File: src/rtl/adc_seq_pkg.sv
package adc_seq_pkg;

    typedef enum logic [2:0] {
        ST_IDLE,
        ST_CMD,
        ST_WAIT,
        ST_DATA,
        ST_FIN
    } ctrl_state_e;

    localparam int CMD_BITS = 8;

endpackage

File: src/rtl/adc_sclk_div.sv
module adc_sclk_div #(
    parameter int CLK_DIV = 8
) (
    input  logic clk,
    input  logic rst_n,
    input  logic en,
    output logic tick
);
    localparam int CW = $clog2(CLK_DIV + 1);

    typedef struct packed {
        logic [CW-1:0] cnt;
    } div_t;

    div_t r_d, r_q;

    always_comb begin
        r_d = r_q;
        tick = 1'b0;
        if (!en) begin
            r_d.cnt = '0;
        end else if (r_q.cnt == CW'(CLK_DIV - 1)) begin
            r_d.cnt = '0;
            tick = 1'b1;
        end else begin
            r_d.cnt = r_q.cnt + 1'b1;
        end
    end

    always_ff @(posedge clk or negedge rst_n) begin
        if (!rst_n) r_q <= '0;
        else        r_q <= r_d;
    end

    assert_tick_spacing_R3: assert property (@(posedge clk) disable iff (!rst_n)
        tick |=> !tick);

endmodule

File: src/rtl/adc_in_sync.sv
module adc_in_sync #(
    parameter int WIDTH = 2
) (
    input  logic             clk,
    input  logic             rst_n,
    input  logic [WIDTH-1:0] d,
    output logic [WIDTH-1:0] q
);
    typedef struct packed {
        logic [WIDTH-1:0] s1;
        logic [WIDTH-1:0] s2;
    } sync_t;

    sync_t r_d, r_q;

    always_comb begin
        r_d.s1 = d;
        r_d.s2 = r_q.s1;
    end

    always_ff @(posedge clk or negedge rst_n) begin
        if (!rst_n) r_q <= '0;
        else        r_q <= r_d;
    end

    assign q = r_q.s2;

endmodule

File: src/rtl/adc_seq_ctrl.sv
module adc_seq_ctrl
    import adc_seq_pkg::*;
#(
    parameter int CLK_DIV       = 8,
    parameter int TIMEOUT_SCLKS = 64,
    parameter int RES_BITS      = 12,
    parameter int FRAME_BITS    = 16
) (
    input  logic                clk,
    input  logic                rst_n,
    input  logic                start,
    input  logic [2:0]          chan,
    input  logic                unipolar,
    input  logic                single_ended,
    output logic                busy,
    output logic [RES_BITS-1:0] result,
    output logic                result_valid,
    output logic                timeout_err,
    output logic                adc_cs_n,
    output logic                adc_sclk,
    output logic                adc_din,
    input  logic                adc_dout,
    input  logic                adc_strobe
);
    localparam int CNT_W = $clog2(FRAME_BITS + 1);
    localparam int TO_W  = $clog2(TIMEOUT_SCLKS + 1);

    typedef struct packed {
        ctrl_state_e            st;
        logic                   cs_n;
        logic                   sclk;
        logic [CMD_BITS-1:0]    cmd;
        logic [CNT_W-1:0]       bits;
        logic [TO_W-1:0]        to_cnt;
        logic [FRAME_BITS-1:0]  rx;
        logic [RES_BITS-1:0]    res;
        logic                   vld;
        logic                   err;
        logic                   stb_prev;
    } regs_t;

    regs_t r_d, r_q;

    logic       tick;
    logic [1:0] sync_q;
    logic       stb_s, dout_s;
    logic       rise, fall, stb_fall;

    adc_sclk_div #(.CLK_DIV(CLK_DIV)) u_div (
        .clk  (clk),
        .rst_n(rst_n),
        .en   (r_q.st != ST_IDLE),
        .tick (tick)
    );

    adc_in_sync #(.WIDTH(2)) u_sync (
        .clk  (clk),
        .rst_n(rst_n),
        .d    ({adc_strobe, adc_dout}),
        .q    (sync_q)
    );

    assign stb_s  = sync_q[1];
    assign dout_s = sync_q[0];

    always_comb begin
        r_d          = r_q;
        r_d.vld      = 1'b0;
        r_d.stb_prev = stb_s;

        rise     = tick && !r_q.sclk;
        fall     = tick &&  r_q.sclk;
        stb_fall = r_q.stb_prev && !stb_s;

        if (tick) r_d.sclk = ~r_q.sclk;
        if (fall) r_d.cmd  = {r_q.cmd[CMD_BITS-2:0], 1'b0};

        unique case (r_q.st)
            ST_IDLE: begin
                if (start) begin
                    r_d.st   = ST_CMD;
                    r_d.cs_n = 1'b0;
                    r_d.sclk = 1'b0;
                    r_d.cmd  = {1'b1, chan, unipolar, single_ended, 2'b11};
                    r_d.bits = '0;
                    r_d.err  = 1'b0;
                end
            end
            ST_CMD: begin
                if (rise) begin
                    if (r_q.bits == CNT_W'(CMD_BITS - 1)) begin
                        r_d.st     = ST_WAIT;
                        r_d.bits   = '0;
                        r_d.to_cnt = '0;
                    end else begin
                        r_d.bits = r_q.bits + 1'b1;
                    end
                end
            end
            ST_WAIT: begin
                if (stb_fall) begin
                    r_d.st   = ST_DATA;
                    r_d.bits = '0;
                end else if (rise) begin
                    if (r_q.to_cnt == TO_W'(TIMEOUT_SCLKS - 1)) begin
                        r_d.st   = ST_IDLE;
                        r_d.cs_n = 1'b1;
                        r_d.sclk = 1'b0;
                        r_d.err  = 1'b1;
                    end else begin
                        r_d.to_cnt = r_q.to_cnt + 1'b1;
                    end
                end
            end
            ST_DATA: begin
                if (rise) begin
                    r_d.rx = {r_q.rx[FRAME_BITS-2:0], dout_s};
                    if (r_q.bits == CNT_W'(FRAME_BITS - 1)) r_d.st = ST_FIN;
                    else                                     r_d.bits = r_q.bits + 1'b1;
                end
            end
            ST_FIN: begin
                if (fall) begin
                    r_d.st   = ST_IDLE;
                    r_d.cs_n = 1'b1;
                    r_d.res  = r_q.rx[FRAME_BITS-1 -: RES_BITS];
                    r_d.vld  = 1'b1;
                end
            end
            default: r_d.st = ST_IDLE;
        endcase
    end

    always_ff @(posedge clk or negedge rst_n) begin
        if (!rst_n) begin
            r_q      <= '0;
            r_q.st   <= ST_IDLE;
            r_q.cs_n <= 1'b1;
        end else begin
            r_q <= r_d;
        end
    end

    assign busy         = (r_q.st != ST_IDLE);
    assign result       = r_q.res;
    assign result_valid = r_q.vld;
    assign timeout_err  = r_q.err;
    assign adc_cs_n     = r_q.cs_n;
    assign adc_sclk     = r_q.sclk;
    assign adc_din      = r_q.cmd[CMD_BITS-1];

    assert_busy_cs_R1: assert property (@(posedge clk) disable iff (!rst_n)
        busy |-> !adc_cs_n);

    assert_start_bit_R2: assert property (@(posedge clk) disable iff (!rst_n)
        $fell(adc_cs_n) |-> adc_din);

    assert_sclk_idle_R3: assert property (@(posedge clk) disable iff (!rst_n)
        adc_cs_n |-> !adc_sclk);

    assert_din_quiet_R4: assert property (@(posedge clk) disable iff (!rst_n)
        (r_q.st == ST_DATA) |-> !adc_din);

    assert_bit_bound_R6: assert property (@(posedge clk) disable iff (!rst_n)
        (r_q.st == ST_DATA) |-> (r_q.bits < CNT_W'(FRAME_BITS)));

    assert_valid_pulse_R7: assert property (@(posedge clk) disable iff (!rst_n)
        result_valid |=> !result_valid);

    assert_valid_cs_R7: assert property (@(posedge clk) disable iff (!rst_n)
        result_valid |-> (adc_cs_n && !busy));

    assert_timeout_cs_R9: assert property (@(posedge clk) disable iff (!rst_n)
        $rose(timeout_err) |-> (adc_cs_n && !result_valid));

endmodule

File: config.mk
export PLATFORM = sky130hd
export DESIGN_NAME = adc_seq_ctrl
export DESIGN_NICKNAME = d
export VERILOG_FILES = /design/src/rtl/adc_seq_pkg.sv /design/src/rtl/adc_sclk_div.sv /design/src/rtl/adc_in_sync.sv /design/src/rtl/adc_seq_ctrl.sv
export SDC_FILE = /design/constraint.sdc
export NUM_CORES = 1
export LEC_CHECK = 0
export ABC_AREA = 1
export BUFFER_PORTS_ARGS = -buffer_cell sky130_fd_sc_hd__buf_2
export CAP_MARGIN = 0
export CORE_MARGIN = 1.5
export CORE_UTILIZATION = 45
export CTS_BUF_LIST = sky130_fd_sc_hd__clkbuf_16
export DETAILED_ROUTE_END_ITERATION = 8
export GPL_ROUTABILITY_DRIVEN = 0
export HOLD_SLACK_MARGIN = 0.1
export PLACE_DENSITY = 0.62
export SLEW_MARGIN = 30
export SYNTH_ARGS = -nofsm -noshare
export SYNTH_HDL_FRONTEND = slang
export SYNTH_SLANG_ARGS = --single-unit
File: constraint.sdc
create_clock -name clk -period 2.2 [get_ports clk]
set_input_delay 0.55 -clock clk [delete_from_list [all_inputs] [get_ports clk]]
set_output_delay 0.55 -clock clk [all_outputs]
set_load 0.01 [all_outputs]
== After elaboration in Yosys (flattened, before gate mapping) ==
Cells that the tools add are included.
Word-level totals
  logic and storage cells: 96
  input bits: 10
  flip-flop bits (word level): 64
  output and inout bits: 18
Operators by class
  multiplexer cells: 38
  bitwise operators: 1
  reductions and logical operators: 18
  $add $sub $neg: 3
  equality and inequality tests: 22
Operators with widths (number)
  $mux 5: 6
  $mux 7: 4
  $ne 2x2->1 const B: 12
  $pmux 5 s4: 1
  $mux 18: 1
  $reduce_and 6->1: 3
  $mux 8: 2
  $mux 3: 5
  $pmux 3 s5: 1
  $pmux 7 s2: 1
  $mux 12: 1
  $mux 4: 3
  $mux 1: 9
  $reduce_and 8->1: 1
  $add 7x1->7 const B: 1
  $eq 7x6->1 const B: 1
  $eq 3x2->1 const B: 2
  $ne 3x3->1 const B: 2
  $reduce_bool 3->1: 2
  $add 5x1->5 const B: 1
  $eq 5x3->1 const B: 1
  $eq 5x4->1 const B: 1
  $reduce_and 5->1: 1
  $add 4x1->4 const B: 1
  other kinds (13): 19

== Longest topological paths before layout ==
  word-level depth: 8
  gate-level depth with buffers: 14

== Cells and area by module ==
From an unflattened synthesis, not the netlist that was laid out.
Unflattened totals
  cells, all modules: 370
  area, all modules: 3241.9 um^2
Modules (own cells, without submodules)
  adc_seq_ctrl: area an instance 2960.3 um^2, cells an instance 346, sequential area each 1402.6 um^2, instances 1
  adc_sclk_div: area an instance 181.4 um^2, cells an instance 20, sequential area each 100.1 um^2, instances 1
  adc_in_sync: area an instance 100.1 um^2, cells an instance 4, sequential area each 100.1 um^2, instances 1

== Least setup slack after synthesis ==
Ideal clock, no wire load.
  path kind: register to register
  start: register r_q[54] in the netlist's numbering
  end: register r_q[54] in the netlist's numbering
  data arrival time: 1.900 ns
  setup time: 0.117 ns
  required time: 2.083 ns
  slack: 0.183 ns
  stages on the path, launching flop included: 14
  period minus slack after synthesis: 2.017 ns
  cells stage by stage: dfrtp_1 > nor2_2 > nand2_2 > nand2_1 > inv_1 > ha_1 > clkbuf_1 > inv_2 > nand3_1 > nand2_1 > nor2_1 > nand3_1 > nand2_1 > nand2_1
On the way
  word-level cells in the longest chain between the ends: 5
  elaborated cells between the ends (all ways): 19
  those cells by class: eq/ne: 12; mux: 2; reduce/logical: 5
RTL lines
  start, declared: line adc_seq_ctrl.sv:42  | regs_t r_d, r_q;
  start signal, assigned: line adc_seq_ctrl.sv:140  | r_q <= r_d;
  $reduce_bool 3->1 (*)
  via busy: line adc_seq_ctrl.sv:15  | output logic busy,
  $mux 1 (*): line adc_sclk_div.sv:20  | if (!en) begin
  $logic_and 1x1->1, on equally long branches: line adc_seq_ctrl.sv:71, adc_seq_ctrl.sv:72
  $ne 3x3->1 (no line) / $ne 2x2->1 (equally long branches)
  $reduce_and 8->1 (no line) (*)
Mark *: on every way through the listed nets, which the timed path passes. The rest lies on a longest branch.
A chain may end at the register's enable or synchronous reset.

== Worst setup path in the final report ==
  start: register r_q[53] in the netlist's numbering
  end: register r_q[32] in the netlist's numbering
On the way
  word-level cells in the longest chain between the ends: 5
  elaborated cells between the ends (all ways): 13
  those cells by class: eq/ne: 7; mux: 2; reduce/logical: 4
RTL lines
  $reduce_bool 3->1: line adc_seq_ctrl.sv:52  | .en (r_q.st != ST_IDLE),
  $mux 1: line adc_sclk_div.sv:20
  $logic_and 1x1->1: line adc_seq_ctrl.sv:71  | rise = tick && !r_q.sclk;
  $ne 2x2->1 (no line)
  $reduce_and 6->1 (no line)
Parallel ways exist; a longest one is shown, timed or not.

==> impl_metrics.env <==
export IMPL_multi_input_area_sq_um=1350
export IMPL_postCtsHoldBufs=0
export IMPL_netlist_top_cells_count="nand2_1 (91), dfrtp_1 (63), inv_1 (31), nor2_1 (22), o21ai_2 (18)"
export IMPL_wl_microns=5610
export IMPL_sw_frac_of_total_pct=35.0
export IMPL_diodes=0
export IMPL_cts_buffer_depth=2
export IMPL_wire_per_inst_microns=11.6
export IMPL_slowest_stage="dfrtp_1"
export IMPL_worstReg2RegEnd="r_q[32]"
export IMPL_period_needed_ns=1.99
export IMPL_via_per_inst=4.80
export IMPL_grt_pass1_vias=2200
export IMPL_clk_latency_ns=0.33
export IMPL_setup_viol=0
export IMPL_cp_cell_sequence="nor2_4 > nand2_2 > nand2_1 > inv_1 > ha_1 > inv_1 > nand3_1 > nand2_4 > nor2_4 > nand2_4 > nand2_1 > o21ai_2"
export IMPL_drtAntennaViolNets=0
export IMPL_hold_viol_final=0
export IMPL_grt_use_total_pct=16.9
export IMPL_drc=0
export IMPL_grt_overflow_total=0
export IMPL_slew_violations=0
export IMPL_fin_worst_skew_ns=0.00790
export IMPL_drt_initial_drc_count=105
export IMPL_fin_nets=399
export IMPL_cts_buffers=9
export IMPL_slew_headroom_pct=77.3
export IMPL_initial_utilization_pct=47.2
export IMPL_final_core_util_pct=54.5
export IMPL_intPower_mw=2.76
export IMPL_cts_htree_levels=3
export IMPL_rows=30
export IMPL_worst_pin_slew_ns=0.341
export IMPL_startpoint="r_q[53]"
export IMPL_irDropWorstVdd_mv=0.722
export IMPL_die_width_microns=87.8
export IMPL_yosysMostFrequentCell="nand2_1"
export IMPL_combPwrFrac_pct=29.4
export IMPL_end_kind="register"
export IMPL_fin_crit_sh_pct=90.2
export IMPL_outcome="finished clean"
export IMPL_ys_warn_count=0
export IMPL_syn_num_nets=373
export IMPL_worstReg2RegStart="r_q[53]"
export IMPL_io_buffers=27
export IMPL_synth_top_area_share_pct=48.7
export IMPL_max_stage_delay_ns=0.46
export IMPL_clkSlewWorstSetupHoldPaths_ns=0.05
export IMPL_io_pins=28
export IMPL_cts_tree="done"
export IMPL_r2r_setup_slack_ns=0.21
export IMPL_p_switching_mw=1.49
export IMPL_dieArea_sq_um=7720
export IMPL_pwr_density_cell_nw_per_um2=1130
export IMPL_ys_seq_elements=64
export IMPL_synth_seq_area_share_pct=49.5
export IMPL_synth_top_flop_cell="dfrtp_1"
export IMPL_setup_tns_ns=0
export IMPL_cp_start_kind="register"
export IMPL_required_ns=2.45
export IMPL_ys_types=36
export IMPL_synth_edff_count=0
export IMPL_p_clk_share_pct=35.5
export IMPL_ff2ff_path_depth=12
export IMPL_syn_inst=356
export IMPL_hpwl_microns=3880
export IMPL_num_fill_cells=646
export IMPL_die_h_microns=87.8
export IMPL_avgSynthCellArea_sq_um=9.10
export IMPL_power_frac_seq_pct=35.1
export IMPL_syn_area_sq_um=3240
export IMPL_grt_pass1_wl_microns=10000
export IMPL_area_growth_pct=15.6
export IMPL_root_buffer="clkbuf_16"
export IMPL_clock_fmax_ghz=0.504
export IMPL_cap_viol_max_count=0
export IMPL_grt_max_degree=65
export IMPL_critPathArrivalTime_ns=2.23
export IMPL_power_leakage_nw=1.85
export IMPL_yosys_area_top_type="dfrtp_1"
export IMPL_dr_pass1_iters=4
export IMPL_critPathKind="register to register"
export IMPL_min_path_type="input pin to async pin"
export IMPL_numClockSinks=64
export IMPL_seq_area_sq_um=1600
export IMPL_vias=2317
export IMPL_core_sq_um=6870
export IMPL_synth_area_leaders="dfrtp_1 (49%), nand2_1 (11%), o21ai_2 (4.9%)"
export IMPL_drive_above_1_share_pct=30.0
export IMPL_crit_fanout=14
export IMPL_antenna_found_initial=0
export IMPL_async_flop_share_pct=100
export IMPL_final_design_area_no_fill_sq_um=3740
export IMPL_placed_area_sq_um=3410
## cell usage in the layout (no fill, tap or decap), types with 4 or more instances in the layout
| master | n |
|---|---|
| clkbuf_16 | 9 |
| inv_1 | 31 |
| a21oi_1 | 7 |
| nand2_2 | 16 |
| ha_1 | 7 |
| nand3_1 | 14 |
| buf_2 | 27 |
| a31oi_1 | 5 |
| nor2_2 | 5 |
| o21ai_0 | 7 |
| nand2_1 | 91 |
| inv_2 | 5 |
| o21ai_1 | 13 |
| buf_4 | 5 |
| nor2_4 | 4 |
| nand2_4 | 6 |
| or2_2 | 5 |
| nor2_1 | 20 |
| dfrtp_1 | 62 |
| o21ai_2 | 18 |
| mux2_1 | 4 |
## cell families after synthesis
| kind of cell | count (synthesis) | share of synthesized area (%) |
|---|---|---|
| flops | 64 | 49.5 |
| xor+xnor | 2 | 0.541 |
| fa+ha+maj | 7 | 2.70 |
| buf+inv | 56 | 9.23 |
| mux | 4 | 1.39 |
| simple gates | 168 | 25.5 |
| compound gates | 55 | 11.2 |
## layer usage
metal | track usage [%] | vias up | share of wire (%)
li1 | - | 1181 | -
met1 | 22.4 | 1087 | 48
met2 | 25.7 | 39 | 46
met3 | 3.96 | 10 | 3.4
met4 | 8.95 | 0 | 2.2
met5 | 0 | - | 0
## flip-flops by register name, indices dropped and copies added, names as in the netlist
name          cells
adc_cs_n          1
adc_din           1
adc_sclk          1
r_q              39
result           12
result_valid      1
timeout_err       1
u_div.r_q         4
u_sync.q          2
u_sync.r_d        2
## per-stage QoR
step                      worst slack (ns)  hold WS (ns)  power, mW  cells
after floorplan                      0.183         0.254       2.50    356
after global placement               0.279         0.331       2.71    467
after detailed placement             0.196         0.336       2.73    467
after CTS                            0.156         0.235       4.27    483
after global routing              -0.00561         0.260       4.52    483
final                                0.215         0.225       4.24    483
## power groups by stage
stage,Clock (mW),Combinational (mW),Sequential (mW)
finish,1.51,1.25,1.49
global route,1.58,1.42,1.51
CTS,1.54,1.25,1.48
detailed placement,0,1.24,1.50
global placement,0,1.22,1.49
floorplan,0,1.01,1.49
## area by class of cell
type	count	share of cell area [%]
clock buffers	9	6.01
inverters	37	3.78
well taps	96	3.21
repair buffers	34	5.68
multi-input cells	236	36.0
flip-flops and latches	64	42.8
clock inverters	7	2.51
## critical path, delay by kind of cell (launching register included)
family	cells	cell delay, ns
AND/OR/NAND/NOR	8	1.01
AO/OA/AOI/OAI	1	0.06
adder cells (fa/ha/maj)	1	0.19
flip-flops	1	0.46
buffers and inverters	2	0.19
## how the worst max path moves through the flow
| stage | to | depth (start not counted) |
|---|---|---|
| after floorplan | r_q[54] | 13 |
| after global placement | r_q[37] | 12 |
| after detailed placement | r_q[32] | 12 |
| after CTS | r_q[32] | 12 |
| after global routing | r_q[37] | 12 |
| final | r_q[32] | 12 |
## timing repair
item | in CTS | in global routing
gates resized for setup | 0 | 4
endpoints found under the setup margin | 0 | 14
buffers inserted | 0 | 0
endpoints found under the hold margin | 0 | 0
Note: power is estimated with default switching activity, not from simulation.
